==> config.mk <==
export PLATFORM = sky130hd
export DESIGN_NAME = gpio_event_unit
export DESIGN_NICKNAME = d
export VERILOG_FILES = /design/src/rtl/gpev_pkg.sv /design/src/rtl/gpev_sync.sv /design/src/rtl/gpev_detect.sv /design/src/rtl/gpev_regs.sv /design/src/rtl/gpio_event_unit.sv
export SDC_FILE = /design/constraint.sdc
export NUM_CORES = 1
export LEC_CHECK = 0
export CELL_PAD_IN_SITES_DETAIL_PLACEMENT = 0
export CELL_PAD_IN_SITES_GLOBAL_PLACEMENT = 2
export CORE_MARGIN = 5
export CORE_UTILIZATION = 30
export CTS_BUF_LIST = sky130_fd_sc_hd__clkbuf_16
export DETAILED_ROUTE_END_ITERATION = 16
export GPL_TIMING_DRIVEN = 1
export HOLD_SLACK_MARGIN = 0.02
export PLACE_DENSITY = 0.66
export SLEW_MARGIN = 20
export SYNTH_ARGS = -nofsm -noshare
export SYNTH_HDL_FRONTEND = slang
export SYNTH_HIERARCHICAL = 1
export SYNTH_SLANG_ARGS = --single-unit
==> constraint.sdc <==
create_clock -name clk -period 9.1 [get_ports clk]
set_input_delay 2.275 -clock clk [delete_from_list [all_inputs] [get_ports clk]]
set_output_delay 2.275 -clock clk [all_outputs]
set_load 0.01 [all_outputs]
==> src/rtl/gpev_pkg.sv <==
package gpev_pkg;

    localparam int REG_W       = 32;
    localparam int ADDR_W      = 8;
    localparam int N_KINDS     = 6;
    localparam int KIND_STRIDE = 12;
    localparam int LANE_STRIDE = 4;

    localparam logic [ADDR_W-1:0] STATUS_BASE = 8'h40;
    localparam logic [ADDR_W-1:0] ARM_BASE    = 8'h4C;

    typedef enum logic [2:0] {
        DK_RISE  = 3'd0,
        DK_FALL  = 3'd1,
        DK_HIGH  = 3'd2,
        DK_LOW   = 3'd3,
        DK_ERISE = 3'd4,
        DK_EFALL = 3'd5
    } detect_kind_e;

    typedef struct packed {
        logic         hit;
        logic         is_status;
        detect_kind_e kind;
        logic [1:0]   lane;
    } reg_sel_t;

    function automatic reg_sel_t decode_addr(input logic [ADDR_W-1:0] a, input int n_lanes);
        reg_sel_t s;
        s      = '0;
        s.kind = DK_RISE;
        for (int b = 0; b < n_lanes; b++) begin
            if (a == STATUS_BASE + ADDR_W'(LANE_STRIDE * b)) begin
                s.hit       = 1'b1;
                s.is_status = 1'b1;
                s.lane      = 2'(b);
            end
            for (int k = 0; k < N_KINDS; k++) begin
                if (a == ARM_BASE + ADDR_W'(KIND_STRIDE * k + LANE_STRIDE * b)) begin
                    s.hit       = 1'b1;
                    s.is_status = 1'b0;
                    s.kind      = detect_kind_e'(3'(k));
                    s.lane      = 2'(b);
                end
            end
        end
        return s;
    endfunction

endpackage

==> src/rtl/gpev_sync.sv <==
module gpev_sync #(
    parameter int WIDTH  = 54,
    parameter int STAGES = 3
) (
    input  logic             clk,
    input  logic             rst,
    input  logic [WIDTH-1:0] d_i,
    output logic [WIDTH-1:0] early_o,
    output logic [WIDTH-1:0] late_o
);
    logic [STAGES-1:0][WIDTH-1:0] chain_q;

    always_ff @(posedge clk) begin
        if (rst) chain_q <= '0;
        else     chain_q <= {chain_q[STAGES-2:0], d_i};
    end

    assign early_o = chain_q[STAGES-2];
    assign late_o  = chain_q[STAGES-1];
endmodule

==> src/rtl/gpev_detect.sv <==
module gpev_detect
    import gpev_pkg::*;
#(
    parameter int WIDTH = 54
) (
    input  logic                            clk,
    input  logic                            rst,
    input  logic [WIDTH-1:0]                early_i,
    input  logic [WIDTH-1:0]                late_i,
    input  logic [N_KINDS-1:0][WIDTH-1:0]   arm_i,
    output logic [WIDTH-1:0]                evt_o
);
    logic [WIDTH-1:0]              prev_q;
    logic [N_KINDS-1:0][WIDTH-1:0] cond;

    always_ff @(posedge clk) begin
        if (rst) prev_q <= '0;
        else     prev_q <= late_i;
    end

    always_comb begin
        cond                  = '0;
        cond[int'(DK_RISE)]   = late_i & ~prev_q;
        cond[int'(DK_FALL)]   = ~late_i & prev_q;
        cond[int'(DK_HIGH)]   = late_i;
        cond[int'(DK_LOW)]    = ~late_i;
        cond[int'(DK_ERISE)]  = early_i & ~late_i;
        cond[int'(DK_EFALL)]  = ~early_i & late_i;
    end

    always_comb begin
        evt_o = '0;
        for (int k = 0; k < N_KINDS; k++) evt_o = evt_o | (cond[k] & arm_i[k]);
    end

    AST_EARLY_LEADS_SYNC: assert property (@(posedge clk) disable iff (rst)
        (cond[int'(DK_RISE)] & ~$past(cond[int'(DK_ERISE)])) == '0);
endmodule

==> src/rtl/gpev_regs.sv <==
module gpev_regs
    import gpev_pkg::*;
#(
    parameter int NUM_PINS = 54
) (
    input  logic                               clk,
    input  logic                               rst,
    input  logic                               we_i,
    input  logic [ADDR_W-1:0]                  addr_i,
    input  logic [REG_W-1:0]                   wdata_i,
    input  logic [NUM_PINS-1:0]                evt_i,
    output logic [REG_W-1:0]                   rdata_o,
    output logic [N_KINDS-1:0][NUM_PINS-1:0]   arm_o,
    output logic [NUM_PINS-1:0]                status_o
);
    localparam int N_LANES  = (NUM_PINS + REG_W - 1) / REG_W;
    localparam int TOP_BITS = NUM_PINS - (N_LANES - 1) * REG_W;
    localparam logic [REG_W-1:0] TOP_MASK = REG_W'((64'd1 << TOP_BITS) - 64'd1);

    reg_sel_t                    sel;
    logic [NUM_PINS-1:0]         wr_pins;
    logic [NUM_PINS-1:0]         lane_pins;
    logic [NUM_PINS-1:0]         clr_mask;
    logic [NUM_PINS-1:0]         src;
    logic [N_KINDS-1:0][NUM_PINS-1:0] arm_q;
    logic [NUM_PINS-1:0]         status_q;

    assign sel = decode_addr(addr_i, N_LANES);

    always_comb begin
        wr_pins   = '0;
        lane_pins = '0;
        for (int i = 0; i < NUM_PINS; i++) begin
            if (sel.lane == 2'(i / REG_W)) begin
                wr_pins[i]   = wdata_i[i % REG_W];
                lane_pins[i] = 1'b1;
            end
        end
    end

    assign clr_mask = (we_i && sel.hit && sel.is_status) ? wr_pins : '0;

    always_ff @(posedge clk) begin
        if (rst) status_q <= '0;
        else     status_q <= (status_q & ~clr_mask) | evt_i;
    end

    always_ff @(posedge clk) begin
        if (rst) begin
            arm_q <= '0;
        end else if (we_i && sel.hit && !sel.is_status) begin
            for (int k = 0; k < N_KINDS; k++)
                if (sel.kind == detect_kind_e'(3'(k)))
                    arm_q[k] <= (arm_q[k] & ~lane_pins) | wr_pins;
        end
    end

    always_comb begin
        src = status_q;
        if (!sel.is_status) begin
            for (int k = 0; k < N_KINDS; k++)
                if (sel.kind == detect_kind_e'(3'(k))) src = arm_q[k];
        end
        rdata_o = '0;
        if (sel.hit) begin
            for (int i = 0; i < NUM_PINS; i++)
                if (sel.lane == 2'(i / REG_W)) rdata_o[i % REG_W] = src[i];
        end
    end

    assign arm_o    = arm_q;
    assign status_o = status_q;

    AST_SET_NEEDS_EVENT: assert property (@(posedge clk) disable iff (rst)
        ((status_q & ~$past(status_q)) & ~$past(evt_i)) == '0);
    AST_DROP_NEEDS_CLEAR: assert property (@(posedge clk) disable iff (rst)
        (($past(status_q) & ~status_q) & ~$past(clr_mask)) == '0);
    AST_EVENT_BEATS_CLEAR: assert property (@(posedge clk) disable iff (rst)
        ($past(evt_i) & ~status_q) == '0);
    AST_TOP_LANE_PADDED: assert property (@(posedge clk) disable iff (rst)
        (sel.hit && sel.lane == 2'(N_LANES - 1)) |-> ((rdata_o & ~TOP_MASK) == '0));
endmodule

==> src/rtl/gpio_event_unit.sv <==
module gpio_event_unit
    import gpev_pkg::*;
#(
    parameter int NUM_PINS    = 54,
    parameter int GROUP0_LAST = 27,
    parameter int GROUP1_LAST = 45,
    parameter int SYNC_STAGES = 3
) (
    input  logic                clk,
    input  logic                rst,
    input  logic                reg_we,
    input  logic [7:0]          reg_addr,
    input  logic [31:0]         reg_wdata,
    output logic [31:0]         reg_rdata,
    input  logic [NUM_PINS-1:0] pin_i,
    output logic [2:0]          irq_o
);
    logic [NUM_PINS-1:0]              early;
    logic [NUM_PINS-1:0]              late;
    logic [NUM_PINS-1:0]              evt;
    logic [NUM_PINS-1:0]              status;
    logic [N_KINDS-1:0][NUM_PINS-1:0] arm;

    gpev_sync #(.WIDTH(NUM_PINS), .STAGES(SYNC_STAGES)) u_sync (
        .clk(clk), .rst(rst), .d_i(pin_i), .early_o(early), .late_o(late)
    );

    gpev_detect #(.WIDTH(NUM_PINS)) u_detect (
        .clk(clk), .rst(rst), .early_i(early), .late_i(late), .arm_i(arm), .evt_o(evt)
    );

    gpev_regs #(.NUM_PINS(NUM_PINS)) u_regs (
        .clk(clk), .rst(rst), .we_i(reg_we), .addr_i(reg_addr), .wdata_i(reg_wdata),
        .evt_i(evt), .rdata_o(reg_rdata), .arm_o(arm), .status_o(status)
    );

    assign irq_o[0] = |status[GROUP0_LAST:0];
    assign irq_o[1] = |status[GROUP1_LAST:GROUP0_LAST+1];
    assign irq_o[2] = |status[NUM_PINS-1:GROUP1_LAST+1];

    AST_IRQ_QUIET: assert property (@(posedge clk) disable iff (rst)
        (status == '0) |-> (irq_o == 3'b000));
    AST_RESET_CLEAN: assert property (@(posedge clk) disable iff (rst)
        $past(rst) |-> (irq_o == 3'b000 && status == '0));
endmodule

[Word level (Yosys, flattened, before mapping)]
Cells that the tools add are included.
Storage, ports and cells
  ROM bits: 0
  memories kept: 0
  bits in registers: 594
  word-level logic and storage cells: 214
  memory bits (writable): 0
  bits in latches: 0
  output and inout bits: 35
Cells by class
  magnitude comparators: 0
  mux-type cells: 134
  reduce and logical (&&, ||, !) cells: 15
  bitwise gates (word level): 34
  eq/ne operators: 20
  add/sub/neg operators: 0
  multiply operators: 0
  divide/modulo/power cells: 0
  shifts and indexed selects: 0
Operators by type and width (count)
  $and 54x54->54: 17
  $or 54x54->54: 12
  $mux 54: 8
  $not 54->54: 5
  $mux 1: 110
  $eq 8x7->1 const B: 11
  $mux 7: 12
  $mux 32: 1
  $reduce_or 28->1: 1
  $eq 8x8->1 const B: 3
  $reduce_or 18->1: 1
  $reduce_and 2->1: 6
  $reduce_or 8->1: 1
  $eq 3x2->1 const B: 2
  $eq 3x3->1 const B: 2
  $mux 2: 3
  $eq 3x1->1 const B: 1
  $logic_and 1x1->1: 3
  $logic_not 3->1: 1
  $eq 2x1->1 const B: 1
  $logic_not 2->1: 1
  $logic_not 1->1: 1

[Longest topological paths before layout]
  depth after elaboration: 26
  depth in mapped cells: 11
  gate-level depth less buffers: 6

[Modules after synthesis]
Netlist, hierarchy kept.
By module, submodules not included
  gpev_regs: instances 1, area each 17290.3 um^2, seq. area each 7567.3 um^2, cells an instance 2224
  gpev_sync: instances 1, area each 5655.4 um^2, seq. area each 3243.1 um^2, cells an instance 450
  gpev_detect: instances 1, area each 3808.7 um^2, seq. area each 1081.0 um^2, cells an instance 437
  gpio_event_unit: instances 1, area each 113.9 um^2, seq. area each 0.0 um^2, cells an instance 18

[Worst setup path after synthesis]
OpenSTA, ideal clock, no wires.
  path type: input -> output
  start point: input reg_addr[3]
  end point: output reg_rdata[0]
  cell stages on the path: 9
  path slack: 2.724 ns
  data required time: 6.825 ns
  buffers on the path: 4
  arrival time: 4.101 ns
  cells stage by stage: buf_2 -> buf_2 -> buf_2 -> a21o_1 -> a2111oi_2 -> buf_2 -> o221ai_1 -> nor4_1 -> o32a_1
Between the ends
  longest elaborated chain between the ends: 23
  elaborated cells between the ends (all ways): 47
  classes of those cells: 20 x eq/ne; 25 x mux; 2 x reduce/logical
RTL lines
  start: declaration: line gpio_event_unit.sv:12  | input logic [7:0] reg_addr,
  $eq 8x7->1: line gpev_pkg.sv:39  | if (a == ARM_BASE + ADDR_W'(KIND_STRIDE * k + LANE_STRIDE * b)) begin
  $mux 7 (10 in series): line gpev_pkg.sv:39
  $mux 7 (*): line gpev_pkg.sv:39
  $logic_not 3->1: line gpev_regs.sv:62  | if (sel.kind == detect_kind_e'(3'(k))) src = arm_q[k];
  $mux 54 (6 in series): line gpev_regs.sv:62
  $mux 54: line gpev_regs.sv:60  | if (!sel.is_status) begin
  $mux 1 (2 in series): line gpev_regs.sv:67  | if (sel.lane == 2'(i / REG_W)) rdata_o[i % REG_W] = src[i];
  $mux 32 (*): line gpev_regs.sv:65  | if (sel.hit) begin
  end: declaration: line gpio_event_unit.sv:14  | output logic [31:0] reg_rdata,
Every way passes the cells marked *; elsewhere a longest branch is shown, timed or not.

[Worst setup path after layout]
  start point: input reg_addr[4]
  end point: output reg_rdata[21]
Same word-level chain as after synthesis.

==> impl_metrics.toml <==
[synthesis]
synth_area_per_cell_sq_um = 8.587
synth_xor_xnor_area_share = 0.0009779
yosys.area_share.adder = 0
synth-seq-area-share = 0.4426
async_flop_share = 0
yosys-top-cells-area = "dfxtp_1, nand2_1, a21oi_1"
synth_top_area_cell = "dfxtp_1"
synthMuxAreaShare = 0.04587
synthesis.nets = 3226
synth_compound_area_frac = 0.1881
synth_edf_count = 0
synth-simple-area-share = 0.2446
synth_area_sq_um = 26870
ys_ff_latch = 594
synth_warnings = 6
synth_cells = 3129
synthFlopType = "dfxtp_1"
synth.top_cell.area_share = 0.4426
yosysUniqueCellTypes = 68
synth_top_family_by_area = "simple AND/OR/NAND/NOR gates"

[timing]
rsz0062_at_grt = "no"
period_share = 0.9344
period_minus_slack_ns = 8.503
fmax_ghz = 0.1176
setup_viol = 0
hold_violations = 0
clock_skew_ns = 0.02180
max_slew.worst_pin.slew_ns = 1.085
fin_ws_ns = 0.5973
tns_ns = 0
maxSlewViolCount = 0
relSlewSlack = 0.2747

[route]
firstDrtPassIters = 5
drt-total-wl_mm = 105.1
vias_per_cell = 5.352
drt_iter0_drc = 1952
post-route-drc-count = 0
num_vias = 22865
wl_per_cell_microns = 24.59
ant_nets = 0

[worst_setup_path]
crit_type = "input port to output pin"
crit_top_cell = "clkdlybuf4s50_1"
cp.arrival_ns = 6.23
critPathLaunchType = "input port"
worstPathCellList = "clkdlybuf4s50_1, and3b_1, o211a_1, nor2_4, buf_12, a221oi_1, nor4_1, o32a_1, clkdlybuf4s50_1"
crit_path_max_incr_delay_ns = 0.80
crit_slowest_cell = "clkdlybuf4s50_1"
r2r_cells = 5
timing.rr.end = "u_regs/status_o[52]"
crit_required_ns = 6.83
critPathMaxFanout = 21
cp-end-kind = "output pin"
r2r_setup_slack_ns = 7.89

[floorplan]
die_w_microns = 309.3
die_y_microns = 309.3
io-pin-count = 132
core_area_sq_um = 88650
die-area_sq_um = 95640
rows = 109
initial_core_util = 0.3031

[cts]
clock-root-buffer = "clkbuf_16"
clk_latency_ns = 0.62
ctsHoldBuffers = 0
clockBufferDepth = 3
htree_levels = 3
cts_buffers = 73
cts_setup_buffers = 0
cts_tree = "yes"
clkSlewWorstSetupHoldPaths_ns = 0.06
cts.sinks = 594
cts_resized = 0

[pwr]
ir_drop_mv = 0.1189
p_per_area_nw_per_um2 = 186.9
leakagePower_nw = 11.43

[final_layout]
layout_common_cells = "dfxtp_1, nand2_1, a21oi_1"
syn_to_final_growth_pct = 13.99
nets = 3143
drive_gt1_frac = 0.1171
final_common_cell = "dfxtp_1"

[placement]
pre_cts_ws_ns = 0.7164
gp_congestion = 0.8416
io_buffers = 131
hpwl_mm = 63.84

[worst_hold_path]
hold_path.class = "register to register"
hold_path.startpoint = "u_sync/chain_q[24]"
hold_end = "u_sync/early_o[24]"
hold_path_depth = 1

[run]
cap_violations = 0

[global_routing]
grt_pass1_wl_mm = 153.3
grt_overflow_total = 0
antenna_found_initial = 5
grt_pass1_vias = 22447
grtUsageTotal = 0.2122
grt_max_degree = 183

[run_status]
status = "finished clean"
==> power by group <==
group / leakage [nW] / total (W) / internal [W] / switching (W)
logic: 5.50 / 0.000375 / 0.000142 / 0.000234
registers: 4.82 / 0.00268 / 0.00264 / 0.0000347
clock network: 1.12 / 0.00267 / 0.00150 / 0.00117
total: 11.4 / 0.00572 / 0.00429 / 0.00144
==> metal layers <==
metal	vias up	share of wire	routed length, microns	track usage
met1	11239	0.44	46450	0.2856
met5	-	0	0	0
met2	784	0.47	49070	0.3482
li1	10633	-	-	-
met3	209	0.056	5856	0.03345
met4	0	0.035	3678	0.07428
==> worst max path at each step <==
stage / start / slack [ns] / endpoint
after floorplan: reg_addr[3] / 2.72 / reg_rdata[0]
after global placement: reg_addr[4] / 0.73 / reg_rdata[21]
after detailed placement: reg_addr[4] / 0.72 / reg_rdata[0]
after CTS: reg_addr[4] / 0.70 / reg_rdata[21]
after global routing: reg_addr[4] / 0.47 / reg_rdata[21]
final: reg_addr[4] / 0.60 / reg_rdata[21]
==> Yosys cell counts (55+ instances only) <==
cell type / instances
buf_2: 76
dfxtp_1: 594
mux2i_1: 122
nor3b_1: 57
nand3b_1: 58
nor2b_1: 193
clkbuf_1: 144
nor2_1: 175
buf_4: 113
o21ai_1: 55
a211o_1: 55
a21oi_1: 346
nand2_1: 570
==> critical path: cells and delay by family <==
kind,cells,cell delay [ns]
compound gates,3,0.69
buf+inv,3,1.64
simple gates,3,1.58
==> layout make-up <==
class,count,area [sq um]
Antenna cell,6,15.01
Clock buffer,74,1852
Clock inverter,56,294.0
Fill cell,9025,58020
Inverter,24,90.09
Multi-Input combinational cell,2161,13100
Sequential cell,594,11890
Tap cell,1165,1458
Timing Repair Buffer,192,1928
==> per-stage QoR <==
stage	instances	instance area, sq um	total power [W]	util	hold WS, ns
global route	4270	30620	0.005937	0.3454	0.4458
CTS	4265	30600	0.005798	0.3452	0.4341
global placement	4135	28450	0.003109	0.3210	0.4182
floorplan	3129	26870	0.002961	-	0.4138
detailed placement	4135	28450	0.003110	0.3210	0.4235
finish	4272	30630	0.005723	0.3455	0.4287
==> kinds of logic after synthesis <==
kind of cell,after synthesis
xor+xnor,3
flops,594
compound gates,780
mux,123
simple gates,1255
buf+inv,374
Power figures use the tool's default switching activity.
